===== src/rtl/dgf_pkg.sv =====
package dgf_pkg;
  // Width of the stored interval (maximum 0xFFFFF ticks).
  localparam int unsigned IVL_BITS = 20;
  localparam int unsigned BUS_W = 32;
  localparam logic [7:0] IVL_OFFSET = 8'h08;
  localparam logic [7:0] MASK_BASE = 8'h44;
  localparam logic [7:0] PORT_STRIDE = 8'h10;

  // Byte address of the enable mask belonging to one port.
  function automatic logic [7:0] mask_offset(input int unsigned port);
    return 8'(MASK_BASE + 8'(port) * PORT_STRIDE);
  endfunction

  // True when one more tick completes the programmed stability interval.
  function automatic logic ticks_done(input logic [IVL_BITS-1:0] cnt,
                                      input logic [IVL_BITS-1:0] ivl);
    return ({1'b0, cnt} + {{IVL_BITS{1'b0}}, 1'b1}) >= {1'b0, ivl};
  endfunction
endpackage


===== src/rtl/dgf_tick.sv =====
module dgf_tick #(
  parameter int unsigned TICK_DIV = 10
) (
  input  logic clk,
  input  logic rst_n,
  output logic tick
);
  localparam int unsigned CW = (TICK_DIV > 1) ? $clog2(TICK_DIV) : 1;
  localparam logic [CW-1:0] LAST = CW'(TICK_DIV - 1);

  logic [CW-1:0] div_q;

  always_ff @(posedge clk or negedge rst_n) begin
    if (!rst_n)            div_q <= '0;
    else if (div_q == LAST) div_q <= '0;
    else                   div_q <= div_q + 1'b1;
  end

  assign tick = (div_q == LAST);

  generate
    if (TICK_DIV > 1) begin : g_spacing

      tick_spacing_chk: assert property (@(posedge clk) disable iff (!rst_n)
        tick |=> !tick);
    end
  endgenerate
endmodule


===== src/rtl/dgf_regs.sv =====
module dgf_regs
  import dgf_pkg::*;
#(
  parameter int unsigned NUM_PORTS = 4,
  parameter int unsigned PORT_W    = 8
) (
  input  logic                          clk,
  input  logic                          rst_n,
  input  logic                          wr_en,
  input  logic [7:0]                    wr_addr,
  input  logic [BUS_W-1:0]              wr_data,
  input  logic [7:0]                    rd_addr,
  output logic [BUS_W-1:0]              rd_data,
  output logic [IVL_BITS-1:0]           ivl,
  output logic [NUM_PORTS*PORT_W-1:0]   mask
);
  logic [IVL_BITS-1:0]                ivl_q;
  logic [NUM_PORTS-1:0][PORT_W-1:0]   mask_q;
  logic                               unused_hi;

  assign unused_hi = ^wr_data[BUS_W-1:IVL_BITS];

  always_ff @(posedge clk or negedge rst_n) begin
    if (!rst_n)                               ivl_q <= '0;
    else if (wr_en && wr_addr == IVL_OFFSET)  ivl_q <= wr_data[IVL_BITS-1:0];
  end


  ivl_write_chk: assert property (@(posedge clk) disable iff (!rst_n)
    (wr_en && wr_addr == IVL_OFFSET) |=> ivl_q == $past(wr_data[IVL_BITS-1:0]));

  generate
    for (genvar p = 0; p < NUM_PORTS; p++) begin : g_mask
      always_ff @(posedge clk or negedge rst_n) begin
        if (!rst_n)                                 mask_q[p] <= '0;
        else if (wr_en && wr_addr == mask_offset(p)) mask_q[p] <= wr_data[PORT_W-1:0];
      end


      mask_hold_chk: assert property (@(posedge clk) disable iff (!rst_n)
        !(wr_en && wr_addr == mask_offset(p)) |=> $stable(mask_q[p]));
    end
  endgenerate

  always_comb begin
    rd_data = '0;
    if (rd_addr == IVL_OFFSET) rd_data[IVL_BITS-1:0] = ivl_q;
    for (int p = 0; p < NUM_PORTS; p++) begin
      if (rd_addr == mask_offset(p)) rd_data[PORT_W-1:0] = mask_q[p];
    end
  end

  assign ivl  = ivl_q;
  assign mask = mask_q;
endmodule


===== src/rtl/dgf_line.sv =====
module dgf_line
  import dgf_pkg::*;
(
  input  logic                clk,
  input  logic                rst_n,
  input  logic                pin,
  input  logic                tick,
  input  logic                enable,
  input  logic [IVL_BITS-1:0] ivl,
  output logic                bypass,
  output logic                out
);
  logic [1:0]          sync_q;
  logic                held_q;
  logic [IVL_BITS-1:0] cnt_q;
  logic                level;
  logic                differ;
  logic                advance;
  logic                commit;

  always_ff @(posedge clk or negedge rst_n) begin
    if (!rst_n) sync_q <= '0;
    else        sync_q <= {sync_q[0], pin};
  end

  assign level   = sync_q[1];
  assign bypass  = !enable || (ivl == '0);
  assign differ  = (level != held_q);
  assign advance = !bypass && differ && tick;
  assign commit  = advance && ticks_done(cnt_q, ivl);

  always_ff @(posedge clk or negedge rst_n) begin
    if (!rst_n) begin
      held_q <= 1'b0;
      cnt_q  <= '0;
    end else if (bypass) begin
      held_q <= level;
      cnt_q  <= '0;
    end else if (!differ) begin
      cnt_q  <= '0;
    end else if (commit) begin
      held_q <= level;
      cnt_q  <= '0;
    end else if (advance) begin
      cnt_q  <= cnt_q + 1'b1;
    end
  end

  assign out = bypass ? level : held_q;


  held_needs_tick_chk: assert property (@(posedge clk) disable iff (!rst_n)
    (!bypass && !tick) |=> $stable(held_q));


  count_restart_chk: assert property (@(posedge clk) disable iff (!rst_n)
    (!bypass && !differ) |=> cnt_q == '0);


  count_idle_chk: assert property (@(posedge clk) disable iff (!rst_n)
    (!bypass && differ && !tick) |=> $stable(cnt_q));
endmodule


===== src/rtl/deglitch_bank.sv =====
module deglitch_bank
  import dgf_pkg::*;
#(
  parameter int unsigned NUM_PORTS = 4,
  parameter int unsigned PORT_W    = 8,
  parameter int unsigned TICK_DIV  = 10
) (
  input  logic                        clk,
  input  logic                        rst_n,
  input  logic                        reg_wr_en,
  input  logic [7:0]                  reg_wr_addr,
  input  logic [31:0]                 reg_wr_data,
  input  logic [7:0]                  reg_rd_addr,
  output logic [31:0]                 reg_rd_data,
  input  logic [NUM_PORTS*PORT_W-1:0] pin_in,
  output logic [NUM_PORTS*PORT_W-1:0] pin_filt
);
  localparam int unsigned LINES = NUM_PORTS * PORT_W;

  logic                tick;
  logic [IVL_BITS-1:0] ivl;
  logic [LINES-1:0]    mask;
  logic [LINES-1:0]    bypass_vec;

  dgf_tick #(.TICK_DIV(TICK_DIV)) u_tick (
    .clk   (clk),
    .rst_n (rst_n),
    .tick  (tick)
  );

  dgf_regs #(.NUM_PORTS(NUM_PORTS), .PORT_W(PORT_W)) u_regs (
    .clk     (clk),
    .rst_n   (rst_n),
    .wr_en   (reg_wr_en),
    .wr_addr (reg_wr_addr),
    .wr_data (reg_wr_data),
    .rd_addr (reg_rd_addr),
    .rd_data (reg_rd_data),
    .ivl     (ivl),
    .mask    (mask)
  );

  generate
    for (genvar i = 0; i < LINES; i++) begin : g_line
      dgf_line u_line (
        .clk    (clk),
        .rst_n  (rst_n),
        .pin    (pin_in[i]),
        .tick   (tick),
        .enable (mask[i]),
        .ivl    (ivl),
        .bypass (bypass_vec[i]),
        .out    (pin_filt[i])
      );
    end
  endgenerate


  mask_clear_bypass_chk: assert property (@(posedge clk) disable iff (!rst_n)
    (reg_wr_en && reg_wr_addr == mask_offset(0) && reg_wr_data[0] == 1'b0)
      |=> bypass_vec[0]);


  ivl_upper_zero_chk: assert property (@(posedge clk) disable iff (!rst_n)
    (reg_rd_addr == IVL_OFFSET) |-> reg_rd_data[31:IVL_BITS] == '0);
endmodule


===== config.mk =====
export PLATFORM = sky130hd
export DESIGN_NAME = deglitch_bank
export DESIGN_NICKNAME = d
export VERILOG_FILES = /design/src/rtl/dgf_pkg.sv /design/src/rtl/dgf_tick.sv /design/src/rtl/dgf_regs.sv /design/src/rtl/dgf_line.sv /design/src/rtl/deglitch_bank.sv
export SDC_FILE = /design/constraint.sdc
export NUM_CORES = 2
export LEC_CHECK = 0
export ABC_AREA = 0
export BUFFER_PORTS_ARGS = -buffer_cell sky130_fd_sc_hd__buf_2
export CORE_MARGIN = 8
export CORE_UTILIZATION = 45
export CTS_CLUSTER_DIAMETER = 50
export DETAILED_ROUTE_END_ITERATION = 8
export GPL_ROUTABILITY_DRIVEN = 0
export PLACE_DENSITY = 0.65
export SYNTH_ARGS = -nofsm -noshare
export SYNTH_HDL_FRONTEND = slang
export SYNTH_SLANG_ARGS = --single-unit

===== constraint.sdc =====
create_clock -name clk -period 5.1 [get_ports clk]
set_input_delay 0.51 -clock clk [delete_from_list [all_inputs] [get_ports clk]]
set_output_delay 0.51 -clock clk [all_outputs]
set_load 0.05 [all_outputs]

# After elaboration in Yosys (flattened, before gate mapping)
# Cells that the tools add are included.
classes:
  addsub: 65
  n_lt_le_gt_ge: 32
  eq_ne: 75
  n_mux: 262
  reduce_logical: 294
op_table:
  columns: ["op", "count"]
  rows:
  - ["$mux 20", 129]
  - ["$add 20x1->21 const B", 32]
  - ["$ge 21x20->1", 32]
  - ["$add 20x1->20 const B", 32]
  - ["$mux 1", 128]
  - ["$ne 4x3->1 const B", 32]
  - ["$reduce_bool 2->1", 64]
  - ["$logic_and 1x1->1", 101]
  - ["$eq 8x7->1 const B", 8]
  - ["$logic_not 1->1", 64]
  - ["$reduce_and 2->1", 32]
  - ["$logic_or 1x1->1", 32]
  - ["$mux 8", 4]
  - ["$ne 1x1->1", 32]
  - ["$logic_not 20->1", 1]
  - ["$eq 8x4->1 const B", 2]
  - ["$add 4x1->4 const B", 1]
  - ["$eq 4x4->1 const B", 1]
  - ["$mux 4", 1]
totals:
  reg_bits: 792
  inputBits: 83
  output_inout_bits: 64

# Longest topological paths before layout
logic_depth:
  ltp_word: 9
  depth_mapped: 19

# By module
# Synthesis repeated with hierarchy kept, for this count alone.
unflattened:
  hier_cells: 8663
  hier_area_um2: 68727.2
modules_own_cells:
  columns: ["module", "instances", "cells_each", "area_each_um2", "seq_area_each_um2"]
  rows:
  - ["dgf_line at g_line[0].u_line ...", 29, 265, 2059.5, 575.6]
  - ["dgf_regs", 1, 188, 2561.2, 1301.2]
  - ["dgf_line at g_line[19].u_line", 1, 263, 2167.1, 575.6]
  - ["dgf_line at g_line[9].u_line", 1, 255, 2072.0, 575.6]
  - ["dgf_line at g_line[5].u_line", 1, 257, 2030.7, 575.6]
  - ["dgf_tick", 1, 15, 171.4, 100.1]

# Worst setup path after synthesis
# No wires, ideal clock.
synth_timing:
  path_type: "register to register"
  start: "register g_line[26].u_line.cnt_q[0]"
  end: "register g_line[26].u_line.cnt_q[10]"
  setup_time_ns: 0.064
  arrival_ns: 3.758
  t_required_ns: 5.036
  path_slack_ns: 1.278
  path_stages_with_launch: 19
  synth_period_minus_slack_ns: 3.822
  path_cell_list: "dfrtp_1 > ha_1 > nand2_1 > nor2_1 > and3_1 > and3_1 > buf_2 > nand3_1 > xnor2_1 > ha_1 > a21oi_1 > o21ai_0 > a2111oi_0 > a21oi_1 > or4_1 > clkbuf_1 > buf_2 > nor3b_1 > a21o_1"
synth_via:
  elab_chain_cells: 6
  elab_cells_between_ends: 9
  classes_between: "2 x add/sub; 1 x order compare; 1 x eq/ne; 4 x mux; 1 x reduce/logical"
synth_rtl:
  columns: ["element", "line", "source"]
  rows:
  - ["from (decl)", "dgf_line.sv:15", "logic [IVL_BITS-1:0] cnt_q;"]
  - ["from (signal assigned)", "dgf_line.sv:45", "cnt_q <= cnt_q + 1'b1;"]
  - ["$add 20x1->21", "dgf_pkg.sv:17", "return ({1'b0, cnt} + {{IVL_BITS{1'b0}}, 1'b1}) >= {1'b0, ivl};"]
  - ["$ge 21x20->1", "dgf_pkg.sv:17", null]
  - ["$logic_and 1x1->1", "dgf_line.sv:30", "assign commit = advance && ticks_done(cnt_q, ivl);"]
  - ["$mux 20", "dgf_line.sv:41", "end else if (commit) begin"]
  - ["$mux 20", "dgf_line.sv:39", "end else if (!differ) begin"]
  - ["$mux 20", "dgf_line.sv:36", "end else if (bypass) begin"]
# Parallel ways exist; a longest one is shown, timed or not. The select of a mux whose other input is x is not followed.
# A chain may end at the register's enable or synchronous reset.

# Final worst setup path
layout_timing:
  start: "register g_line[9].u_line.cnt_q[0]"
  end: "register g_line[9].u_line.cnt_q[8]"
layout_via:
  elab_chain_cells: 6
  elab_cells_between_ends: 9
  classes_between: "2 x add/sub; 1 x order compare; 1 x eq/ne; 4 x mux; 1 x reduce/logical"
layout_rtl:
  columns: ["element", "line"]
  rows:
  - ["from (decl)", "dgf_line.sv:15"]
  - ["from (signal assigned)", "dgf_line.sv:45"]
  - ["$add 20x1->21", "dgf_pkg.sv:17"]
  - ["$ge 21x20->1", "dgf_pkg.sv:17"]
  - ["$logic_and 1x1->1", "dgf_line.sv:30"]
  - ["$mux 20", "dgf_line.sv:41"]
  - ["$mux 20", "dgf_line.sv:39"]
  - ["$mux 20", "dgf_line.sv:36"]
# Parallel ways exist; a longest one is shown, timed or not. The select of a mux whose other input is x is not followed.

==> out/qor.yml <==
insertion_delay_ns: 0.75
crit_type: "flop to flop"
vias_per_cell: 5.90
clock_sinks: 792
cts_setup_buffers: 0
setup-tns-final_ns: 0
fillCellCount: 12000
ys_types: 90
fin_skew_ns: 0.0366
h-tree-depth: 3
ys_ff_latch: 792
total_power_mw: 16.7
max-cap-violations: 0
place_area_um2: 61500
maxSlewHeadroom: 0.156
initialDrtViolationCount: 3822
grt_pass1_vias: 49500
synth_warnings: 0
synth-edff-count: 0
cts_hold_buffers: 47
drt_first_pass_iters: 6
layout_common_cells: "dfrtp_1 (791), nand2_1 (774), ha_1 (672), a21oi_1 (463), nor2_1 (439)"
route.vias.total: 50800
final_max_slew_viol_count: 0
min_from: "reg_wr_data[7]"
period_minus_slack_ns: 4.59
ir_drop_v: 0.000285
nNetsFinal: 7514
synth_cells: 6636
wl_mm: 172
port_buffers: 122
r2r-end: "g_line[9].u_line.cnt_q[8]"
grt_usage: 0.236
clkSlewWorstSetupHoldPaths_ns: 0.06
cts_tree: "built"
cts_resized: 0
total_leakage_power_nw: 32.2
worstMarginPinSlew_ns: 1.26
regToRegSetupSlack_ns: 0.51
synthFlopType: "dfrtp_1"
status: "complete, no violations"
grt_max_degree: 125
cp_cell_sequence: "ha_1 -> nand2_1 -> nor2_1 -> and3_1 -> and2_1 -> nand3_1 -> xnor2_1 -> ha_1 -> a22o_1 -> o41ai_1 -> nand4_1 -> a31oi_1 -> buf_4 -> and2_0 -> nand3b_1 -> a21oi_1"
ant_nets: 0
slowest_delay_ns: 0.45
grt_pass1_wl_mm: 273
cp.required_ns: 5.72
initial_utilization: 0.454
clock_path_buffers: 3
numCtsBuffers: 118
r2r_cells: 16
hold_end: "u_regs.ivl[7]"
hold_depth: 3
synth_area_um2: 58700
worstSetupEndpointType: "flop"
crit_arrival_ns: 5.21
die_w_um: 377
cp-start-kind: "flop"
drc: 0
rows: 132
drive_gt1_frac: 0.0953
syn_avg_cell_area_um2: 8.85
fin_area_um2: 66300
layout_commonest_cell: "dfrtp_1"
rsz0062_at_grt: "no"
powerDensity_nw_per_um2: 251
seq_area_frac_synth: 0.337
setup_slack_ns: 0.510
ctsRootBufferMaster: "clkbuf_16"
max_clock_freq_ghz: 0.218
die_h_um: 377
hp-class: "input pin to flop"
wl_per_cell_um: 20.0
place_ws_ns: 0.626
hpwl_mm: 117
slowest_stage: "a31oi_1"
fin_crit_sh: 0.900
gr-total-overflow: 0
core_um2: 129000
antenna_found_initial: 10
hold_viol: 0
postSynth.asyncResetShare: 1.00
dieArea_um2: 142000
syn_to_final_growth_pct: 12.9
crit_fanout: 7
reg2reg_from: "g_line[9].u_line.cnt_q[0]"
cp_common_cell: "ha_1"
ioPinCount: 147
setup_viol_count_final: 0
-- metal layers --
layer,GRT usage,vias to the layer above,share of wire
met5,0,-,0.00020
met4,0.0814,6,0.033
met3,0.0446,323,0.071
met2,0.379,1452,0.45
met1,0.319,24700,0.45
li1,-,24300,-
-- flip-flops by register name (all words and copies together) (netlist names) --
| register | count |
|---|---|
| g_line.u_line.cnt_q | 640 |
| g_line.u_line.sync_q | 64 |
| g_line.u_line.held_q | 32 |
| u_regs.mask | 32 |
| u_regs.ivl | 20 |
| u_tick.div_q | 4 |
-- where the power goes --
| part | switching, mW | internal (mW) |
|---|---|---|
| logic | 0.949 | 0.388 |
| clock network | 3.33 | 5.55 |
| registers | 0.0890 | 6.35 |
-- worst max-delay path by stage --
| stage | from | endpoint | cells after the start |
|---|---|---|---|
| finish | g_line[9].u_line.cnt_q[0] | g_line[9].u_line.cnt_q[8] | 16 |
| global route | g_line[9].u_line.cnt_q[0] | g_line[9].u_line.cnt_q[12] | 16 |
| CTS | g_line[9].u_line.cnt_q[0] | g_line[9].u_line.cnt_q[8] | 16 |
| detailed placement | g_line[9].u_line.cnt_q[0] | g_line[9].u_line.cnt_q[6] | 16 |
| global placement | g_line[9].u_line.cnt_q[0] | g_line[9].u_line.cnt_q[2] | 16 |
| floorplan | g_line[26].u_line.cnt_q[0] | g_line[26].u_line.cnt_q[10] | 18 |
-- cell type report --
| cell class | count | area (um^2) | area share |
|---|---|---|---|
| clock inverter | 78 | 1100 | 0.0165 |
| sequential | 792 | 19800 | 0.299 |
| antenna | 3 | 7.51 | 0.000113 |
| tap | 1742 | 2180 | 0.0329 |
| multi-input combinational | 5429 | 37200 | 0.561 |
| inverter | 106 | 422 | 0.00636 |
| timing repair buffer | 312 | 2390 | 0.0360 |
| clock buffer | 144 | 3220 | 0.0486 |
-- cells in the mapped netlist, types with 15 or more instances --
| library cell | count | share of area |
|---|---|---|
| o31ai_1 | 56 | 0.0072 |
| nand3b_1 | 77 | 0.0098 |
| mux2i_1 | 15 | 0.0026 |
| a22o_1 | 84 | 0.013 |
| a32o_1 | 24 | 0.0041 |
| dfrtp_1 | 792 | 0.34 |
| or2_2 | 17 | 0.0018 |
| a21oi_1 | 463 | 0.039 |
| nor3b_1 | 41 | 0.0052 |
| nand3_1 | 410 | 0.035 |
| and4_1 | 57 | 0.0085 |
| and2_1 | 46 | 0.0049 |
| nand2_1 | 774 | 0.049 |
| buf_2 | 38 | 0.0032 |
| ha_1 | 672 | 0.14 |
| nand4_1 | 160 | 0.017 |
| a2bb2oi_1 | 50 | 0.0075 |
| mux2_2 | 98 | 0.019 |
| and3_1 | 161 | 0.017 |
| xor2_1 | 266 | 0.040 |
| or3_1 | 30 | 0.0032 |
| a22oi_1 | 32 | 0.0041 |
| buf_4 | 46 | 0.0059 |
| buf_1 | 22 | 0.0014 |
| a211oi_1 | 31 | 0.0040 |
| a31oi_1 | 39 | 0.0042 |
| o21bai_1 | 15 | 0.0019 |
| nor3_1 | 105 | 0.0089 |
| o211ai_1 | 18 | 0.0023 |
| o21ai_0 | 378 | 0.032 |
| nor2b_1 | 75 | 0.0080 |
| inv_1 | 106 | 0.0068 |
| clkbuf_1 | 211 | 0.013 |
| nand2b_1 | 86 | 0.0092 |
| nor2_1 | 439 | 0.028 |
| a21o_1 | 141 | 0.018 |
| xnor2_1 | 340 | 0.051 |
| nor4_1 | 45 | 0.0048 |
-- stage by stage --
step | utilization | hold slack [ns] | cells
4_1_cts | 0.512 | 0.00185 | 8603
6_report | 0.512 | 0.0694 | 8606
5_1_grt | 0.512 | 0.0609 | 8604
3_5_place_dp | 0.475 | 0.335 | 8334
2_1_floorplan | - | 0.214 | 6647
3_3_place_gp | 0.475 | 0.333 | 8334
-- critical path: cells and delay by family, from the launching register on --
family / cells / cell delay [ns]
buf+inv: 1 / 0.22
fa+ha+maj: 2 / 0.58
compound gates: 4 / 1.18
flops: 1 / 0.41
simple gates: 8 / 1.84
xor+xnor: 1 / 0.24
-- cell families after synthesis --
group / after synthesis / synth area share
other cells: 1 / 0.0000638
simple gates: 2572 / 0.219
mux: 121 / 0.0244
fa+ha+maj: 672 / 0.143
buf+inv: 426 / 0.0312
xor+xnor: 606 / 0.0904
flops: 792 / 0.337
compound gates: 1446 / 0.155
Power figures use the tool's default switching activity.
